--- config.mk ---
export PLATFORM = sky130hd
export DESIGN_NAME = vc_input_stage
export DESIGN_NICKNAME = d
export VERILOG_FILES = /design/src/rtl/vc_pkg.sv /design/src/rtl/vc_fifo.sv /design/src/rtl/vc_matrix_arb.sv /design/src/rtl/vc_pkt_lock.sv /design/src/rtl/vc_input_stage.sv
export SDC_FILE = /design/constraint.sdc
export NUM_CORES = 1
export LEC_CHECK = 0
export ABC_AREA = 1
export ABC_CLOCK_PERIOD_IN_PS = 3350
export CAP_MARGIN = 20
export CORE_MARGIN = 4
export CORE_UTILIZATION = 40
export DETAILED_ROUTE_END_ITERATION = 12
export DONT_BUFFER_PORTS = 1
export PLACE_DENSITY = 0.56
export SLEW_MARGIN = 5
export SYNTH_ARGS = -nofsm -noshare
export SYNTH_HDL_FRONTEND = slang
export SYNTH_HIERARCHICAL = 1
export SYNTH_SLANG_ARGS = --single-unit
--- constraint.sdc ---
create_clock -name clk -period 3.35 [get_ports clk]
set_clock_uncertainty 0.2 [all_clocks]
set_input_delay 0.67 -clock clk [delete_from_list [all_inputs] [get_ports clk]]
set_output_delay 0.67 -clock clk [all_outputs]
set_load 0.02 [all_outputs]
--- src/rtl/vc_pkg.sv ---
package vc_pkg;
  typedef enum logic [1:0] {
    FLIT_BODY   = 2'b00,
    FLIT_HEAD   = 2'b01,
    FLIT_TAIL   = 2'b10,
    FLIT_SINGLE = 2'b11
  } flit_kind_e;
endpackage

--- src/rtl/vc_fifo.sv ---
module vc_fifo #(
  parameter int WIDTH = 18,
  parameter int DEPTH = 4
) (
  input  logic             clk,
  input  logic             rst_n,
  input  logic             wr_en,
  input  logic [WIDTH-1:0] wr_data,
  input  logic             rd_en,
  output logic [WIDTH-1:0] rd_data,
  output logic             empty,
  output logic             full
);
  localparam int PTR_W = (DEPTH > 1) ? $clog2(DEPTH) : 1;
  localparam int CNT_W = $clog2(DEPTH + 1);
  localparam logic [PTR_W-1:0] LAST = PTR_W'(DEPTH - 1);
  localparam logic [CNT_W-1:0] CAP  = CNT_W'(DEPTH);

  logic [WIDTH-1:0] mem [DEPTH];
  logic [PTR_W-1:0] wptr, rptr;
  logic [CNT_W-1:0] count;

  assign empty   = (count == '0);
  assign full    = (count == CAP);
  assign rd_data = mem[rptr];

  always_ff @(posedge clk) begin
    if (wr_en) mem[wptr] <= wr_data;
  end

  always_ff @(posedge clk or negedge rst_n) begin
    if (!rst_n) begin
      wptr  <= '0;
      rptr  <= '0;
      count <= '0;
    end else begin
      if (wr_en) wptr <= (wptr == LAST) ? '0 : wptr + 1'b1;
      if (rd_en) rptr <= (rptr == LAST) ? '0 : rptr + 1'b1;
      case ({wr_en, rd_en})
        2'b10:   count <= count + 1'b1;
        2'b01:   count <= count - 1'b1;
        default: count <= count;
      endcase
    end
  end
endmodule

--- src/rtl/vc_matrix_arb.sv ---
module vc_matrix_arb #(
  parameter int N = 4
) (
  input  logic         clk,
  input  logic         rst_n,
  input  logic [N-1:0] req,
  output logic [N-1:0] gnt,
  input  logic [N-1:0] accept
);
  // beats[i][j] == 1 : requester i wins over requester j
  logic [N-1:0] beats [N];

  always_comb begin
    for (int i = 0; i < N; i++) begin
      gnt[i] = req[i];
      for (int j = 0; j < N; j++) begin
        if (j != i && req[j] && beats[j][i]) gnt[i] = 1'b0;
      end
    end
  end

  always_ff @(posedge clk or negedge rst_n) begin
    if (!rst_n) begin
      for (int i = 0; i < N; i++)
        for (int j = 0; j < N; j++)
          beats[i][j] <= (i < j);
    end else if (|accept) begin
      for (int i = 0; i < N; i++)
        for (int j = 0; j < N; j++) begin
          if (i == j)         beats[i][j] <= 1'b0;
          else if (accept[i]) beats[i][j] <= 1'b0;
          else if (accept[j]) beats[i][j] <= 1'b1;
        end
    end
  end
endmodule

--- src/rtl/vc_pkt_lock.sv ---
module vc_pkt_lock #(
  parameter int VC_W = 2
) (
  input  logic            clk,
  input  logic            rst_n,
  input  logic            fire,
  input  logic [VC_W-1:0] fire_vc,
  input  logic [1:0]      fire_kind,
  output logic            locked,
  output logic [VC_W-1:0] lock_vc
);
  import vc_pkg::*;

  always_ff @(posedge clk or negedge rst_n) begin
    if (!rst_n) begin
      locked  <= 1'b0;
      lock_vc <= '0;
    end else if (fire) begin
      if (!locked && fire_kind == FLIT_HEAD) begin
        locked  <= 1'b1;
        lock_vc <= fire_vc;
      end else if (locked && (fire_kind == FLIT_TAIL || fire_kind == FLIT_SINGLE)) begin
        locked  <= 1'b0;
      end
    end
  end
endmodule

--- src/rtl/vc_input_stage.sv ---
module vc_input_stage #(
  parameter int NUM_VC = 4,
  parameter int DEPTH  = 4,
  parameter int DATA_W = 16,
  localparam int VC_W  = (NUM_VC > 1) ? $clog2(NUM_VC) : 1
) (
  input  logic              clk,
  input  logic              rst_n,
  input  logic              in_valid,
  output logic              in_ready,
  input  logic [VC_W-1:0]   in_vc,
  input  logic [1:0]        in_type,
  input  logic [DATA_W-1:0] in_data,
  input  logic [NUM_VC-1:0] dn_space,
  output logic              req_valid,
  output logic [VC_W-1:0]   req_vc,
  output logic [1:0]        req_type,
  output logic [DATA_W-1:0] req_data,
  input  logic              req_grant
);
  localparam int FW = DATA_W + 2;

  logic [NUM_VC-1:0] q_empty, q_full, q_wr, q_rd, elig;
  logic [FW-1:0]     q_head [NUM_VC];
  logic [NUM_VC-1:0] arb_req, arb_gnt, arb_acc;
  logic [VC_W-1:0]   win_vc, offer_vc, lock_vc;
  logic              locked, fire;

  genvar v;
  generate
    for (v = 0; v < NUM_VC; v++) begin : g_vc
      assign q_wr[v] = in_valid && (in_vc == VC_W'(v)) && !q_full[v];
      assign q_rd[v] = fire && (offer_vc == VC_W'(v));
      vc_fifo #(.WIDTH(FW), .DEPTH(DEPTH)) u_fifo (
        .clk     (clk),
        .rst_n   (rst_n),
        .wr_en   (q_wr[v]),
        .wr_data ({in_type, in_data}),
        .rd_en   (q_rd[v]),
        .rd_data (q_head[v]),
        .empty   (q_empty[v]),
        .full    (q_full[v])
      );
    end
  endgenerate

  assign in_ready = !q_full[in_vc];
  assign elig     = ~q_empty & dn_space;
  assign arb_req  = locked ? '0 : elig;

  vc_matrix_arb #(.N(NUM_VC)) u_arb (
    .clk    (clk),
    .rst_n  (rst_n),
    .req    (arb_req),
    .gnt    (arb_gnt),
    .accept (arb_acc)
  );

  always_comb begin
    win_vc = '0;
    for (int i = 0; i < NUM_VC; i++)
      if (arb_gnt[i]) win_vc = VC_W'(i);
  end

  assign offer_vc  = locked ? lock_vc : win_vc;
  assign req_valid = locked ? elig[lock_vc] : (|elig);
  assign req_vc    = offer_vc;
  assign req_type  = q_head[offer_vc][DATA_W +: 2];
  assign req_data  = q_head[offer_vc][DATA_W-1:0];
  assign fire      = req_valid && req_grant;
  assign arb_acc   = (fire && !locked) ? arb_gnt : '0;

  vc_pkt_lock #(.VC_W(VC_W)) u_lock (
    .clk       (clk),
    .rst_n     (rst_n),
    .fire      (fire),
    .fire_vc   (offer_vc),
    .fire_kind (req_type),
    .locked    (locked),
    .lock_vc   (lock_vc)
  );
endmodule

=== Yosys cells after proc, flatten, opt, wreduce, memory -nomap -nowiden ===
Memory sizes are Yosys's and may differ from the RTL's.
Index checks and enable logic that the tools add are counted.

* Muxes and demuxes: 64
* Equality and inequality tests: 29
* Add/subtract/negate cells: 16
* $lt $le $gt $ge: 3
* Reduce and logical (&&, ||, !) cells: 62
* Bitwise logic cells: 3

{| class="wikitable"
|+ Operator list
! cell !! number
|-
| 1-bit two-way mux || 42
|-
| 18-bit binary-select mux with 2-bit select || 1
|-
| 2-bit equality test, second input constant || 18
|-
| 18-bit two-way mux || 2
|-
| 1-bit logical AND || 28
|-
| 3-bit one-hot mux with 2 select lines || 4
|-
| 2-bit two-way mux || 11
|-
| 2-bit nonzero test || 11
|-
| 2-bit by 1-bit adder with 2-bit output, second input constant || 8
|-
| 2-bit AND reduction || 8
|-
| 2-bit by 1-bit equality test with 1-bit output, second input constant || 7
|-
| 3-bit by 1-bit adder with 3-bit output, second input constant || 4
|-
| 3-bit equality test, second input constant || 4
|-
| 3-bit logical NOT || 4
|-
| 3-bit by 1-bit subtractor with 3-bit output, second input constant || 4
|-
| 4-bit two-way mux || 2
|-
| 4-bit OR reduction || 2
|-
| 1-bit logical NOT || 6
|-
| 2-bit by 3-bit < comparator with 1-bit output, second input constant || 2
|-
| 4-bit bitwise AND || 1
|-
| 1-bit binary-select mux with 2-bit select || 2
|-
| 2-bit logical NOT || 2
|-
| 4-bit NOT || 1
|-
| 3-bit >= comparator, second input constant || 1
|-
| other kinds (2) || 2
|}

* Bits in writable memories: 288
* Bits of input ports: 28
* Memories: 4
* Logic and storage cells: 207
* Output and inout port bits: 22
* Register bits: 43

{| class="wikitable"
|+ Memories
! memory !! depth !! width !! read ports !! clocked after Yosys merged registers in !! wr ports !! RTL line !! text
|-
| g_vc[0].u_fifo.mem || 4 || 18 || 1 || 0 || 1 || vc_fifo.sv:19 || <nowiki>logic [WIDTH-1:0] mem [DEPTH];</nowiki>
|-
| g_vc[1].u_fifo.mem || 4 || 18 || 1 || 0 || 1 || vc_fifo.sv:19 ||
|-
| g_vc[2].u_fifo.mem || 4 || 18 || 1 || 0 || 1 || vc_fifo.sv:19 ||
|-
| g_vc[3].u_fifo.mem || 4 || 18 || 1 || 0 || 1 || vc_fifo.sv:19 ||
|}

=== Logic depth before layout (Yosys ltp) ===
* Depth in word-level cells: 21
* Mapped depth: 23

=== By module ===
The synthesis kept the hierarchy.

{| class="wikitable"
|+ By module, submodules not included
! module !! cells each !! instances !! area an instance (sq um)
|-
| vc_fifo (g_vc[0].u_fifo ...) || 262 || 3 || 3324.4
|-
| vc_fifo (g_vc[3].u_fifo) || 263 || 1 || 3325.7
|-
| vc_input_stage || 209 || 1 || 900.9
|-
| vc_matrix_arb || 60 || 1 || 488.0
|-
| vc_pkt_lock || 18 || 1 || 136.4
|}

=== Worst setup path before layout ===
Ideal clock, no wire load.

* Kind: input-to-reg
* From: input port dn_space[3]
* To: register g_vc[3].u_fifo.count[2]
* Data arrival time: 2854 ps
* Stages: 20
* Required time: 3033 ps
* Slack: 179 ps
* Cells stage by stage: inv_1 -> nor2_1 -> nand2_1 -> inv_1 -> nand2_1 -> nor2_1 -> nor2_4 -> o21ai_2 -> nand2_4 -> inv_1 -> buf_2 -> nand2_1 -> nor2_1 -> ha_1 -> inv_1 -> fa_1 -> nand2_1 -> nand3_1 -> nand2_1 -> nand2_1

* Elaborated cells on any way between the ends: 24
* Those cells by class: 3 x eq/ne; 14 x mux; 1 x bitwise; 6 x reduce/logical

{| class="wikitable"
|+ RTL lines
! what !! RTL line !! text
|-
| start: declaration || vc_input_stage.sv:14 || <nowiki>input logic [NUM_VC-1:0] dn_space,</nowiki>
|-
| 4-bit bitwise AND * || vc_input_stage.sv:48 || <nowiki>assign elig = ~q_empty & dn_space;</nowiki>
|-
| 4-bit two-way mux * || vc_input_stage.sv:49 || <nowiki>assign arb_req = locked ? '0 : elig;</nowiki>
|-
| net arb_req[3] || vc_input_stage.sv:25 || <nowiki>logic [NUM_VC-1:0] arb_req, arb_gnt, arb_acc;</nowiki>
|-
| 1-bit two-way mux * (3 in a row) || vc_matrix_arb.sv:17 || <nowiki>if (j != i && req[j] && beats[j][i]) gnt[i] = 1'b0;</nowiki>
|-
| net arb_gnt[3] || vc_input_stage.sv:25 ||
|-
| 2-bit two-way mux * || vc_input_stage.sv:62 || <nowiki>if (arb_gnt[i]) win_vc = VC_W'(i);</nowiki>
|-
| 2-bit two-way mux * || vc_input_stage.sv:65 || <nowiki>assign offer_vc = locked ? lock_vc : win_vc;</nowiki>
|-
| net req_vc[0] || vc_input_stage.sv:16 || <nowiki>output logic [VC_W-1:0] req_vc,</nowiki>
|-
| 2-bit equality test * || vc_input_stage.sv:33 || <nowiki>assign q_rd[v] = fire && (offer_vc == VC_W'(v));</nowiki>
|-
| 1-bit logical AND * || vc_input_stage.sv:33 ||
|-
| net q_rd[3] || vc_input_stage.sv:23 || <nowiki>logic [NUM_VC-1:0] q_empty, q_full, q_wr, q_rd, elig;</nowiki>
|-
| 2-bit by 1-bit equality test with 1-bit output / 2-bit equality test (equally long branches) || vc_fifo.sv:39 || <nowiki>case ({wr_en, rd_en})</nowiki>
|-
| 3-bit one-hot mux with 2 select lines / 2-bit nonzero test (equally long branches) || n/a ||
|-
| end signal: assignment || vc_fifo.sv:40 || <nowiki>2'b10: count <= count + 1'b1;</nowiki>
|-
| end signal: assignment || vc_fifo.sv:41 || <nowiki>2'b01: count <= count - 1'b1;</nowiki>
|-
| end signal: assignment || vc_fifo.sv:42 || <nowiki>default: count <= count;</nowiki>
|-
| end: declaration || vc_fifo.sv:21 || <nowiki>logic [CNT_W-1:0] count;</nowiki>
|}

Mark *: on every way through the listed nets, which the timed path passes. The rest lies on a longest branch. The select of a mux whose other input is x is not followed.
A chain may end at the register's enable or synchronous reset.

=== Worst setup path in the final report ===
* From: register g_vc[3].u_fifo.count[0]
* To: output port req_data[8]

* Elaborated cells on any way between the ends: 19
* Those cells by class: 13 x mux; 3 x bitwise; 3 x reduce/logical

{| class="wikitable"
|+ RTL lines
! what !! RTL line !! text
|-
| 3-bit logical NOT || vc_fifo.sv:23 || <nowiki>assign empty = (count == '0);</nowiki>
|-
| net q_empty[3] || vc_input_stage.sv:23 ||
|-
| 4-bit NOT || vc_input_stage.sv:48 ||
|-
| 4-bit bitwise AND || vc_input_stage.sv:48 ||
|-
| 4-bit two-way mux || vc_input_stage.sv:49 ||
|-
| net arb_req[3] || vc_input_stage.sv:25 ||
|-
| 1-bit logical AND || vc_matrix_arb.sv:17 ||
|-
| 1-bit two-way mux || vc_matrix_arb.sv:17 ||
|-
| net arb_gnt[2] || vc_input_stage.sv:25 ||
|-
| 2-bit two-way mux (2 in a row) || vc_input_stage.sv:62 ||
|-
| 2-bit two-way mux || vc_input_stage.sv:65 ||
|-
| 2-bit NOT with 3-bit output (not written as such) || vc_input_stage.sv:69 || <nowiki>assign req_data = q_head[offer_vc][DATA_W-1:0];</nowiki>
|-
| 18-bit binary-select mux with 2-bit select || vc_input_stage.sv:69 ||
|-
| 18-bit two-way mux (not written as such) (2 in a row) || vc_input_stage.sv:69 ||
|-
| end: declaration || vc_input_stage.sv:18 || <nowiki>output logic [DATA_W-1:0] req_data,</nowiki>
|}

The timed path passes the listed nets, and every way through them passes these cells. The select of a mux whose other input is x is not followed.

==> flow_summary.json <==
{
  "outcome": "finished with violations",
  "via_count": 9321,
  "cpMaxStageDelayCell": "dfrtp_1",
  "drtIter0Drc": 578,
  "syn_to_final_growth_pct": 16.6,
  "wire_per_inst_um": 18.3,
  "grt_overflow": 0,
  "yosysTopAreaCell": "edfxtp_1",
  "die_h_um": 201,
  "synthDistinctLibCells": 28,
  "crit_chain": "nor3_2 > nor2_1 > nand2_1 > inv_2 > nand2_1 > nand2_1 > nor2_2 > o21ai_2 > nand2_4 > clkinvlp_4 > buf_12 > buf_16 > nand2_1 > nand2_2 > nand2_2 > nand3_4",
  "fmax_mhz": 287,
  "vdd_drop_max_mv": 0.426,
  "wirelength_mm": 34.4,
  "cts_root_buf": "clkbuf_16",
  "syn_area_per_cell_um2": 11.1,
  "timing_worst_slew_pin_value_ps": 744,
  "r2r-end": "g_vc[1].u_fifo/count[2]",
  "die_area_um2": 40200,
  "syn_nets": 1392,
  "fin_ws_ps": -129,
  "fillers": 3285,
  "fin_crit_sh": 1.04,
  "p_leak_uw": 0.00727,
  "grt.total_usage": 0.171,
  "htree_levels": 2,
  "final_area_um2": 17300,
  "num_rows": 70,
  "io_buffers": 0,
  "grt_pass1_wl_mm": 54.0,
  "r2r_cells": 24,
  "timing_hold_violations_final": 0,
  "ff2ff_setup_slack_ps": 100,
  "drive_gt1_frac": 0.165,
  "finalSetupViolCount": 18,
  "drc": 0,
  "io_pins": 50,
  "cp-end-kind": "output port",
  "rsz0062_at_grt": "yes",
  "slowest_delay_ps": 390,
  "core_um2": 36600,
  "n_antenna_cell": 0,
  "vias_per_cell": 4.95,
  "maxSlewViolCount": 0,
  "max_slew_margin": 0.504,
  "violations": "setup timing",
  "grt_max_degree": 74,
  "layout.nets": 1447,
  "insertion_delay_ps": 510,
  "first_pass_iters": 5,
  "clockBufferDepth": 3,
  "finalSetupTns_ps": -1680,
  "floorplan.initialDensity": 0.405,
  "synth_top_area_share": 0.583,
  "ys_ff_latch": 331,
  "ys_top_cells_by_area": "edfxtp_1, nand2_1, o211ai_1",
  "hold_slack_ps": 53.6,
  "endpoint": "req_data[8]",
  "powerDensity_nw_per_um2": 953,
  "ys.flop_type": "edfxtp_1",
  "dpl.hpwl_mm": 20.6,
  "synth_edf_count": 288,
  "dpl_cell_area_um2": 15200,
  "seq_area_frac_synth": 0.656,
  "synthesis.area_um2": 14800,
  "holdCritPathClass": "input pin to register",
  "path_max_fanout": 5,
  "yosysMostFrequentCell": "nand2_1",
  "synthArstFlopShare": 0.130,
  "die_x_um": 201,
  "finalPower_uw": 16500,
  "grt_pass1_vias": 9241,
  "cts_tree": "done",
  "crit_path_frequent_cell": "nand2_1",
  "gp_congestion": 0.831,
  "drv_cap": 0,
  "cts.reportedPaths.clkPinSlew_ps": 60,
  "drt.antenna.violating_nets": 0,
  "dp_slack_ps": 139,
  "clkSinkCount": 331,
  "cp.required_ps": 2480,
  "synth_warnings": 6,
  "antenna_found_initial": 0,
  "syn-instance-count": 1336,
  "crit_start": "g_vc[3].u_fifo/count[0]",
  "yosys-top-cells-count": "nand2_1, edfxtp_1, inv_1",
  "cts_buffers": 37,
  "finalCriticalPeriod_ps": 3480,
  "start_kind": "register",
  "critPathKind": "register to output port",
  "cp.arrival_ps": 2610,
  "worstReg2RegStart": "g_vc[3].u_fifo/count[0]"
}
## what timing repair did
action	CTS	global route
endpoints found under the hold margin	43	0
hold buffers	2	0
gates cloned	4	1
setup buffers	19	3
pin swaps	12	14
resized for setup	96	44
setup endpoints to repair	19	23
## critical path: cells and delay by family, from the launching register on
kind / cells / cell delay [ps]
compound gates: 1 / 100
buf+inv: 4 / 510
flops: 1 / 390
simple gates: 11 / 1110
## sequential cells by signal, indices dropped and copies added, names as in the netlist
name               flops
g_vc.u_fifo/wptr       8
g_vc.u_fifo/rptr       8
u_lock/lock_vc         2
u_lock/locked          1
g_vc.u_fifo/mem      288
u_arb/beats           12
g_vc.u_fifo/count     12
## how the worst min path moves through the flow
| stage | start | end | slack [ps] | cells after the start |
|---|---|---|---|---|
| 2_1_floorplan | rst_n | g_vc[0].u_fifo/count[0] | 170 | 0 |
| 3_3_place_gp | rst_n | g_vc[3].u_fifo/count[1] | 180 | 0 |
| 3_5_place_dp | rst_n | g_vc[3].u_fifo/count[1] | 180 | 0 |
| 4_1_cts | in_data[13] | g_vc[2].u_fifo/mem[2][13] | 30 | 0 |
| 5_1_grt | in_data[13] | g_vc[2].u_fifo/mem[0][13] | 20 | 0 |
| 6_report | in_data[13] | g_vc[2].u_fifo/mem[3][13] | 50 | 0 |
## layout make-up
type,instances,area (µm²),area share
inverter,227,876,0.0507
multi-input combinational,725,4200,0.243
clock buffer,46,960,0.0555
tap,468,586,0.0339
clock inverter,17,141,0.00818
sequential,331,9730,0.563
timing repair buffer,69,792,0.0458
## stage by stage
stage | std cells | util
finish | 1883 | 0.472
global route | 1883 | 0.472
CTS | 1880 | 0.467
detailed placement | 1792 | 0.416
global placement | 1792 | 0.416
floorplan | 1336 | -
## power by group
part	internal (µW)	switching [µW]	leakage, µW
Combinational	2700	4720	0.00362
Sequential	4970	349	0.00311
Clock	2180	1540	0.000536
Total	9860	6610	0.00727
## metal layers
layer / track usage / vias to the layer above / share of wire
met5: 0 / - / 0
met4: 0.0455 / 0 / 0.019
met3: 0.0330 / 45 / 0.056
met2: 0.282 / 202 / 0.48
met1: 0.234 / 4498 / 0.45
li1: - / 4576 / -
## cell usage in the layout (no fill, tap or decap), types with 5 or more instances in the layout
cell type,netlist,final
buf_12,0,11
buf_4,0,48
clkbuf_1,1,9
clkbuf_16,0,38
clkinv_1,0,5
clkinv_2,0,6
dfrtp_1,37,37
dfstp_2,6,6
edfxtp_1,288,288
ha_1,24,23
inv_1,214,211
inv_2,5,7
inv_4,8,8
nand2_1,427,371
nand2_2,0,41
nand2_4,1,16
nand3_1,26,7
nand3_4,0,17
nor2_1,51,44
nor2_4,1,5
o211ai_1,144,144
o21ai_0,18,17
## cells by family after synthesis
kind of cell,count (synthesis),synth area share
XOR/XNOR,4,0.00236
AO/OA/AOI/OAI,171,0.0825
adder cells (fa/ha/maj),28,0.0257
flip-flops,331,0.656
AND/OR/NAND/NOR,522,0.138
buffers and inverters,280,0.0946
(Power assumes the default switching activity.)
